`src/rtl/fan_pwm_ctrl.sv`:
```
module fan_pwm_ctrl #(
  parameter int TW        = 8,
  parameter int DW        = 4,
  parameter int OW        = 5,
  parameter int RSW       = 2,
  parameter int SSW       = 2,
  parameter int FSW       = 2,
  parameter int SPIN_UNIT = 64
) (
  input  logic           clk,
  input  logic           rst_n,
  input  logic           ce,
  input  logic [TW-1:0]  temp_i,
  input  logic [OW-1:0]  ofs_i,
  input  logic           auto_i,
  input  logic [TW-1:0]  tmin_i,
  input  logic [RSW-1:0] rsel_i,
  input  logic [DW-1:0]  man_duty_i,
  input  logic [SSW-1:0] spin_sel_i,
  input  logic [FSW-1:0] fsel_i,
  input  logic [TW-1:0]  tlim_i,
  output logic           pwm_o,
  output logic           therm_o,
  output logic           spin_o
);
  localparam int DMAX = (1 << DW) - 1;
  localparam int SCW  = TW + DW;
  localparam int SPW  = $clog2(SPIN_UNIT * (1 << SSW) + 1);
  localparam int PSW  = ((1 << FSW) - 1) > 0 ? ((1 << FSW) - 1) : 1;
  localparam int HYST = 4;

  logic [TW+1:0]  sum;
  logic [TW-1:0]  corr, delta;
  logic [SCW-1:0] scaled;
  logic [DW-1:0]  auto_duty, cmd, eff, cnt;
  logic [SPW-1:0] spin_cnt, spin_len;
  logic [PSW-1:0] pre, pre_top;
  logic           on_q, step;

  assign sum   = {2'b00, temp_i} + {{(TW+2-OW){ofs_i[OW-1]}}, ofs_i};
  assign corr  = sum[TW+1] ? '0 : (sum[TW] ? '1 : sum[TW-1:0]);
  assign delta = corr - tmin_i;
  assign scaled = {delta, {DW{1'b0}}} >> (32'(rsel_i) + 2);
  assign auto_duty = (corr < tmin_i) ? '0 :
                     (scaled > SCW'(DMAX) ? DW'(DMAX) : scaled[DW-1:0]);
  assign cmd = auto_i ? auto_duty : man_duty_i;

  assign spin_len = SPW'((32'(spin_sel_i) + 1) * SPIN_UNIT);
  assign spin_o   = (spin_cnt != '0);
  assign eff      = (therm_o || spin_o) ? DW'(DMAX) : cmd;

  assign pre_top = PSW'((32'd1 << fsel_i) - 1);
  assign step    = ce && (pre >= pre_top);

  always_ff @(posedge clk) begin
    if (!rst_n) begin
      therm_o <= 1'b0;
    end else if (corr >= tlim_i) begin
      therm_o <= 1'b1;
    end else if ({1'b0, corr} + (TW+1)'(HYST) < {1'b0, tlim_i}) begin
      therm_o <= 1'b0;
    end
  end

  always_ff @(posedge clk) begin
    if (!rst_n) begin
      on_q     <= 1'b0;
      spin_cnt <= '0;
    end else begin
      on_q <= (cmd != '0);
      if (cmd == '0)
        spin_cnt <= '0;
      else if (!on_q)
        spin_cnt <= spin_len;
      else if (ce && spin_cnt != '0)
        spin_cnt <= spin_cnt - 1'b1;
    end
  end

  always_ff @(posedge clk) begin
    if (!rst_n) begin
      pre   <= '0;
      cnt   <= '0;
      pwm_o <= 1'b0;
    end else begin
      if (ce) pre <= step ? '0 : pre + 1'b1;
      if (step) cnt <= (cnt == DW'(DMAX - 1)) ? '0 : cnt + 1'b1;
      pwm_o <= (cnt < eff);
    end
  end
endmodule


```
`config.mk`:
```
export PLATFORM = sky130hd
export DESIGN_NAME = fan_pwm_ctrl
export DESIGN_NICKNAME = d
export VERILOG_FILES = /design/src/rtl/fan_pwm_ctrl.sv
export SDC_FILE = /design/constraint.sdc
export NUM_CORES = 1
export LEC_CHECK = 0
export BUFFER_PORTS_ARGS = -buffer_cell sky130_fd_sc_hd__buf_2
export CORE_ASPECT_RATIO = 0.8
export CORE_MARGIN = 2
export CORE_UTILIZATION = 35
export DETAILED_ROUTE_END_ITERATION = 6
export PLACE_DENSITY_LB_ADDON = 0.15
export SLEW_MARGIN = 40
export SYNTH_ARGS = -nofsm -noshare
export SYNTH_HDL_FRONTEND = slang
export SYNTH_SLANG_ARGS = --single-unit
```
`constraint.sdc`:
```
create_clock -name clk -period 6.5 [get_ports clk]
set_input_delay 0.975 -clock clk [delete_from_list [all_inputs] [get_ports clk]]
set_output_delay 0.975 -clock clk [all_outputs]
set_load 0.005 [all_outputs]
```
==> results_dict.tcl, run 1 <==
set metrics [dict create \
    use_met2_pct 24.9 \
    dr.pass1.iters 4 \
    p_leak_nw 1.38 \
    endpoint_kind "flip-flop" \
    path_class "in2reg" \
    grt_max_degree 17 \
    max-cap-violations 0 \
    clkPwrFrac_pct 15.2 \
    min_period_ns 5.63 \
    num-nets-final 468 \
    cts.sinks 19 \
    setup_tns_ns 0 \
    syn-cell-area_sq_mm 0.00265 \
    min_path_type "reg2reg" \
    cts_tree "yes" \
    grt_use_met3_pct 2.38 \
    r2r_slack_ns 4.20 \
    track_usage_pct 15.0 \
    num_rows 28 \
    place_congestion 0.867 \
    p_int_mw 0.308 \
    die_h_um 81.8 \
    status "finished clean" \
    hold_buffers 0 \
    p_sw_mw 0.229 \
    syn_area_per_cell_sq_um 7.78 \
    slew-limit-headroom_pct 65.6 \
    setup_violations 0 \
    synthTopCellsByArea "ha_1, dfxtp_1, o21ai_0, inv_1, nor2_1" \
    clock_skew_ns 0.00525 \
    pwr-share-comb_pct 60.5 \
    drive_gt1_share_pct 17.1 \
    synth.distinct_cells 62 \
    dpl.hpwl_um 4920 \
    finalHoldViolCount 0 \
    fmax_mhz 178 \
    syn_to_final_growth_pct 12.9 \
    grt_pass1_vias 2297 \
    postCtsSetupRepairBufs 0 \
    path_max_fanout 7 \
    cp.required_ns 6.69 \
    syn-instance-count 340 \
    cts_buffers 3 \
    vias 2461 \
    rsz0062_at_grt "no" \
    port_buffers 45 \
    synthesis.nets 426 \
    synth_most_common_cell "ha_1" \
    synth_top_area_cell "ha_1" \
    yosysSeqAreaShare_pct 14.4 \
    netlist_top_cells_count "ha_1, inv_1, nor2_1" \
    dpl.cell_count 467 \
    utilization_pct 40.6 \
    met1_usage_pct 21.1 \
    gr-max-usage-layer "met2" \
    timing.final.ws_setup_ns 0.870 \
    report.final.slew_viol_count 0 \
    worstMarginPinSlew_ns 0.516 \
    die-area_sq_mm 0.00827 \
    antenna_found_initial 0 \
    seq_power_share_pct 24.3 \
    grt_pass1_wl_um 10200 \
    htree_levels 1 \
    cts.clk_slew.worst_paths_ns 0.07 \
    ios 46 \
    synth_edf_count 0 \
    initial_core_util_pct 36.0 \
    grt_overflow 0 \
    synth-main-ff-cell "dfxtp_1" \
    start_kind "input port" \
    insertedDiodeCount 0 \
    ys_ff_latch 19 \
    ant_nets 0 \
    fill_cells 760 \
    die_width_um 101 \
    dp_slack_ns 0.611 \
    final_cells 471 \
    routed_wirelength_um 5930 \
    coreArea_sq_mm 0.00736 \
    vdd_drop_max_mv 0.0800 \
    drc 0 \
    worstPathArrival_ns 5.82 \
    avgRoutedWirePerCell_um 12.6 \
    cellPowerDensity_mw_per_mm2 180 \
    netSwitchingFraction_pct 42.6 \
    routed_via_density 5.23 \
    yosys.area.top_type_share_pct 19.4 \
    initialDrtViolationCount 55 \
    yosys_warnings 0 \
    clock_latency_ns 0.25 \
    ctsLongestPathBuffers 2 \
    ctsResizeCount 0 \
    cts_root_buffer "clkbuf_8" \
    async_flop_share_pct 0 \
    period_share_pct 86.6 \
]
-- logic make-up after synthesis --
group                      Yosys count  synth area share [%]
adders and majority gates           43                  20.9
xor gates and xnor gates            18                  6.53
muxes                                7                  2.65
DFF                                 19                  14.4
and+or+nand+nor                    112                  23.5
AOI/OAI and AO/OA                  102                  26.1
buffers and inverters               39                  5.96
-- sequential cells by signal (all words and copies together), names as in the netlist --
register	cells
pre	3
pwm_o	1
cnt	4
on_q	1
therm_o	1
spin_cnt	9
-- placed cells by master (no fill, tap or decap), types with 3 or more instances in the layout --
master     n
o22ai_1    4
nor4_1     8
dfxtp_1   19
and2_1     5
a31oi_1    4
buf_2     45
nor2b_1    7
a21oi_1   19
o21ai_0   24
a21boi_0   3
nand2_1   16
nor3_1    13
xor2_1     6
clkbuf_8   3
mux2i_1    7
a21o_1     7
inv_1     31
nand2b_1   8
o211ai_1   3
xnor2_1   10
o21a_1     8
nand3_1    6
ha_1      41
a211oi_1   8
nor4b_2    3
nor2_1    29
-- power by group through the flow --
stage / logic [mW] / registers [mW] / clock network (mW)
2_1_floorplan: 0.251 / 0.131 / 0
3_3_place_gp: 0.322 / 0.133 / 0
3_5_place_dp: 0.324 / 0.133 / 0
4_1_cts: 0.326 / 0.130 / 0.0864
5_1_grt: 0.372 / 0.131 / 0.0898
6_report: 0.325 / 0.130 / 0.0815
-- final cells by class --
class	count	area [sq um]	share of cell area, %
Multi-Input combinational cell	282	2110	70.5
Sequential cell	19	380	12.7
Timing Repair Buffer	45	225	7.54
Inverter	31	116	3.90
Tap cell	90	113	3.77
Clock buffer	4	45.0	1.51
-- metrics by stage --
step	instance area [sq um]	hold WS, ns	power, mW
6_report	2990	0.504	0.537
5_1_grt	2990	0.548	0.593
4_1_cts	2990	0.508	0.543
3_5_place_dp	2940	0.498	0.457
3_3_place_gp	2940	0.472	0.455
2_1_floorplan	2650	0.453	0.382
-- final timing paths --
| path | from | endpoint | cells after the start |
|---|---|---|---|
| min | pre[2] | pre[2] | 2 |
| max reg2reg | spin_cnt[4] | pwm_o | 8 |
| max | temp_i[0] | pwm_o | 20 |
| min reg2reg | pre[2] | pre[2] | 2 |
-- worst max-delay path, stage by stage --
cell and delay, ns:
buf_2 0.10, ha_1 0.23, fa_1 0.43, a211oi_1 0.35
o21ai_1 0.12, a21oi_1 0.25, xnor2_1 0.29, o21ai_0 0.24
ha_1 0.29, fa_1 0.43, nand2b_1 0.19, a21o_1 0.20
a21oi_1 0.13, or3_1 0.11, o211ai_1 0.19, o21ai_0 0.34
nor2_1 0.10, ha_1 0.31, a2111oi_0 0.40, o2bb2ai_1 0.15
-- metal layers --
metal	vias up	wire length, um
met5	-	0
met4	0	43
met1	1094	3160
met2	32	2570
met3	4	163
li1	1331	-
No activity file was read; power rests on OpenSTA's default activity.
==> run 2: changes to the inputs <==
- CTS_BUF_LIST: default -> sky130_fd_sc_hd__clkbuf_4 sky130_fd_sc_hd__clkbuf_8
==> results_dict.tcl, run 2 (synthesized netlist as in run 1, its figures left out) <==
set metrics [dict create \
    cts.sinks 19 \
    ant_nets 0 \
    start_kind "input port" \
    m1WireLength_um 3170 \
    cts.clk_slew.worst_paths_ns 0.07 \
    dr_wl_met2_um 2570 \
    coreArea_sq_mm 0.00736 \
    num_rows 28 \
    endpoint_kind "flip-flop" \
    hold_buffers 0 \
    routed_via_density 5.24 \
    initialDrtViolationCount 53 \
    cts_tree "yes" \
    antenna_found_initial 0 \
    cts_buffers 3 \
    top_layer "met4" \
    drc 0 \
    met3_length_um 166 \
    dr.pass1.iters 4 \
    grt_max_degree 17 \
    htree_levels 1 \
    cts_root_buffer "clkbuf_8" \
    avgRoutedWirePerCell_um 12.6 \
    slew-limit-headroom_pct 65.9 \
    path_max_fanout 7 \
    worstPathArrival_ns 5.82 \
    cellPowerDensity_mw_per_mm2 181 \
    report.final.slew_viol_count 0 \
    initial_core_util_pct 36.0 \
    path_class "in2reg" \
    min_period_ns 5.63 \
    setup_tns_ns 0 \
    largestRegisters "spin_cnt (9), cnt (4), pre (3)" \
    fmax_mhz 178 \
    place_congestion 0.867 \
    routed_wirelength_um 5940 \
    dpl_cell_area_sq_mm 0.00294 \
    layout_commonest_cell "buf_2" \
    final_cell_mix "buf_2, ha_1, inv_1, nor2_1, o21ai_0" \
    drive_gt1_share_pct 17.3 \
    track_usage_pct 15.0 \
    vdd_drop_max_mv 0.0790 \
    vias 2468 \
    ctsLongestPathBuffers 2 \
    finalHoldViolCount 0 \
    largest_reg_flops 9 \
    p_leak_nw 1.39 \
    period_share_pct 86.6 \
    regMostFlops "spin_cnt" \
    fin_area_sq_mm 0.00299 \
    dp_slack_ns 0.611 \
    timing.final.ws_setup_ns 0.872 \
    grt_pass1_vias 2301 \
    syn_to_final_growth_pct 13.1 \
    status "finished clean" \
    num-nets-final 468 \
    grt_pass1_wl_um 10200 \
    dpl.cell_count 467 \
    port_buffers 45 \
    dpl.hpwl_um 4920 \
    ctsResizeCount 0 \
    ios 46 \
    min_path_type "reg2reg" \
    die_h_um 81.8 \
    worstMarginPinSlew_ns 0.512 \
    clock_skew_ns 0.00552 \
    final_cells 471 \
    insertedDiodeCount 0 \
    grt_overflow 0 \
    postCtsSetupRepairBufs 0 \
    rsz0062_at_grt "no" \
    clock_latency_ns 0.26 \
    setup_violations 0 \
    die-area_sq_mm 0.00827 \
    cp.required_ns 6.69 \
    max-cap-violations 0 \
    die_width_um 101 \
]
## run 2: cell types whose count changed in the layout (fill, tap and decap cells not counted)
cell	before	now
clkbuf_1	1	0
clkbuf_4	0	1
## run 2: where the power goes
group / total (mW) / internal (mW) / switching [mW]
clock: 0.0869 / 0.0477 / 0.0392
combinational: 0.325 / 0.141 / 0.184
sequential: 0.130 / 0.124 / 0.00672
total: 0.542 / 0.312 / 0.230
## run 2: path summary, 6_finish.rpt
| check | end | start | cells after the start | slack [ns] |
|---|---|---|---|---|
| worst min-delay path | pre[2] | pre[2] | 2 | 0.50 |
| worst max-delay path | pwm_o | temp_i[0] | 20 | 0.87 |
| worst max register to register | pwm_o | spin_cnt[4] | 8 | 4.20 |
| worst min register to register | pre[2] | pre[2] | 2 | 0.50 |
## run 2: metrics by stage
step	power (mW)	util, %	hold WS, ns
2_1_floorplan	0.382	-	0.453
3_5_place_dp	0.457	40.0	0.498
4_1_cts	0.547	40.6	0.508
3_3_place_gp	0.455	40.0	0.472
6_report	0.542	40.6	0.504
5_1_grt	0.598	40.6	0.548
## run 2: metal layers
layer	up-vias	track usage [%]
met1	1100	21.1
met4	0	2.03
met5	-	0
li1	1330	-
met3	4	2.38
met2	34	24.9
## run 2: layout make-up
type | count | area [sq um]
fillers | 759 | 4370
well taps | 90 | 113
flip-flops and latches | 19 | 380
clock buffers | 4 | 48.8
repair buffers | 45 | 225
multi-input cells | 282 | 2110
inverters | 31 | 116
## run 2: worst max-delay path, stage by stage
cell and delay [ns]:
buf_2 0.10, ha_1 0.23, fa_1 0.43, a211oi_1 0.35, o21ai_1 0.12, a21oi_1 0.25
xnor2_1 0.29, o21ai_0 0.24, ha_1 0.29, fa_1 0.43, nand2b_1 0.19, a21o_1 0.20
a21oi_1 0.13, or3_1 0.11, o211ai_1 0.19, o21ai_0 0.34, nor2_1 0.10, ha_1 0.31
a2111oi_0 0.40, o2bb2ai_1 0.15
==> run 3: changes to the inputs <==
- CELL_PAD_IN_SITES_DETAIL_PLACEMENT: default -> 0
- CELL_PAD_IN_SITES_GLOBAL_PLACEMENT: default -> 1
==> results_dict.tcl, run 3 (synthesized netlist as in run 1, its figures left out) <==
set metrics [dict create \
    status "finished clean" \
    grt_pass1_vias 2310 \
    p_sw_mw 0.231 \
    die_h_um 81.8 \
    cts_root_buffer "clkbuf_8" \
    max-cap-violations 0 \
    track_usage_pct 14.8 \
    num_rows 28 \
    clock_latency_ns 0.26 \
    cts.clk_slew.worst_paths_ns 0.07 \
    num-nets-final 468 \
    die-area_sq_mm 0.00827 \
    fin_area_sq_mm 0.00299 \
    cts_tree "yes" \
    die_width_um 101 \
    place_congestion 0.791 \
    worstMarginPinSlew_ns 0.513 \
    report.final.slew_viol_count 0 \
    initialDrtViolationCount 69 \
    cts_buffers 3 \
    ctsResizeCount 0 \
    critPathSlowestCell "fa_1" \
    ctsLongestPathBuffers 2 \
    regMostFlops "spin_cnt" \
    path_delay_family "compound AO/OA/AOI/OAI gates" \
    dr.pass1.iters 4 \
    drc 0 \
    p_total_mw 0.538 \
    start_kind "input port" \
    met3_length_um 194 \
    min_path_type "reg2reg" \
    routed_wirelength_um 6000 \
    final_cell_mix "buf_2, ha_1, inv_1, nor2_1, o21ai_0" \
    vdd_drop_max_mv 0.0647 \
    path_class "in2reg" \
    netSwitchingFraction_pct 42.9 \
    dpl.hpwl_um 5020 \
    path_max_fanout 7 \
    setup_violations 0 \
    m1WireLength_um 3210 \
    fmax_mhz 178 \
    grt_max_degree 17 \
    grt_pass1_wl_um 10100 \
    dpl_cell_area_sq_mm 0.00294 \
    grt_overflow 0 \
    clock_skew_ns 0.00234 \
    p_int_mw 0.307 \
    cts.sinks 19 \
    coreArea_sq_mm 0.00736 \
    fill_cells 782 \
    finalHoldViolCount 0 \
    period_share_pct 86.5 \
    cp_common_cell "ha_1" \
    routed_via_density 5.23 \
    cp.required_ns 6.69 \
    largest_reg_flops 9 \
    layout_commonest_cell "buf_2" \
    postCtsSetupRepairBufs 0 \
    port_buffers 45 \
    cp_num_buf_inv 1 \
    hold_buffers 0 \
    insertedDiodeCount 0 \
    critPathMaxStageDelay_ns 0.43 \
    clkPwrFrac_pct 15.5 \
    dr_wl_met2_um 2600 \
    antenna_found_initial 0 \
    htree_levels 1 \
    seq_power_share_pct 24.2 \
    pwr-share-comb_pct 60.4 \
    top_layer "met3" \
    timing.final.ws_setup_ns 0.877 \
    slew-limit-headroom_pct 65.8 \
    endpoint_kind "flip-flop" \
    initial_core_util_pct 36.0 \
    min_period_ns 5.62 \
    dp_slack_ns 0.624 \
    drive_gt1_share_pct 17.3 \
    ant_nets 0 \
    p_leak_nw 1.39 \
    setup_tns_ns 0 \
    syn_to_final_growth_pct 13.0 \
    rsz0062_at_grt "no" \
    cp_cell_sequence "buf_2, ha_1, fa_1, a211oi_1, o21ai_1, a21oi_1, xnor2_1, o21ai_0, ha_1, fa_1, nand2b_1, a21o_1, a21oi_1, or3_1, o211ai_1, o21ai_0, nor2_1, ha_1, nand2b_1, a2111oi_0, o2bb2ai_1" \
    largestRegisters "spin_cnt (9), cnt (4), pre (3)" \
    ios 46 \
    worstPathArrival_ns 5.81 \
    cellPowerDensity_mw_per_mm2 180 \
    vias 2464 \
    avgRoutedWirePerCell_um 12.7 \
]
==> run 3: cell types whose count changed in the layout (fill, tap and decap cells not counted) <==
cell / delta
clkinv_2: +1
clkbuf_4: -1
==> run 3: final cells by class <==
cell class | count | area [sq um] | area share, %
Sequential cell | 19 | 380 | 12.7
Inverter | 31 | 116 | 3.89
Clock inverter | 1 | 5.00 | 0.168
Tap cell | 90 | 113 | 3.77
Multi-Input combinational cell | 282 | 2110 | 70.5
Clock buffer | 3 | 41.3 | 1.38
Timing Repair Buffer | 45 | 225 | 7.54
==> run 3: metal layers <==
metal	vias up	GRT usage, %
met3	0	2.55
met4	0	0.946
li1	1326	-
met1	1099	20.8
met5	-	0
met2	39	24.8
==> run 3: power groups by stage <==
stage	sequential [mW]	combinational, mW	clock [mW]
final	0.130	0.325	0.0832
after global routing	0.131	0.372	0.0915
after CTS	0.130	0.327	0.0872
after detailed placement	0.133	0.325	0
after global placement	0.133	0.325	0
after floorplan	0.131	0.251	0
==> run 3: path summary, 6_finish.rpt <==
check | from | end | slack, ns | cells past startpoint
setup / recovery | temp_i[0] | pwm_o | 0.88 | 21
hold / removal | pre[2] | pre[2] | 0.49 | 2
setup reg to reg | spin_cnt[4] | pwm_o | 4.15 | 8
hold reg to reg | pre[2] | pre[2] | 0.49 | 2
==> run 3: tightest hold or removal path, delay by kind of cell, from the launching register on <==
family / cells / cell delay, ns
compound gates: 1 / 0.06
simple gates: 1 / 0.06
flops: 1 / 0.33
==> run 3: through the flow <==
step / hold slack (ns) / instances / util (%)
after CTS: 0.501 / 471 / 40.6
after global placement: 0.474 / 467 / 40.0
final: 0.495 / 471 / 40.6
after floorplan: 0.453 / 340 / -
after detailed placement: 0.490 / 467 / 40.0
after global routing: 0.545 / 471 / 40.6
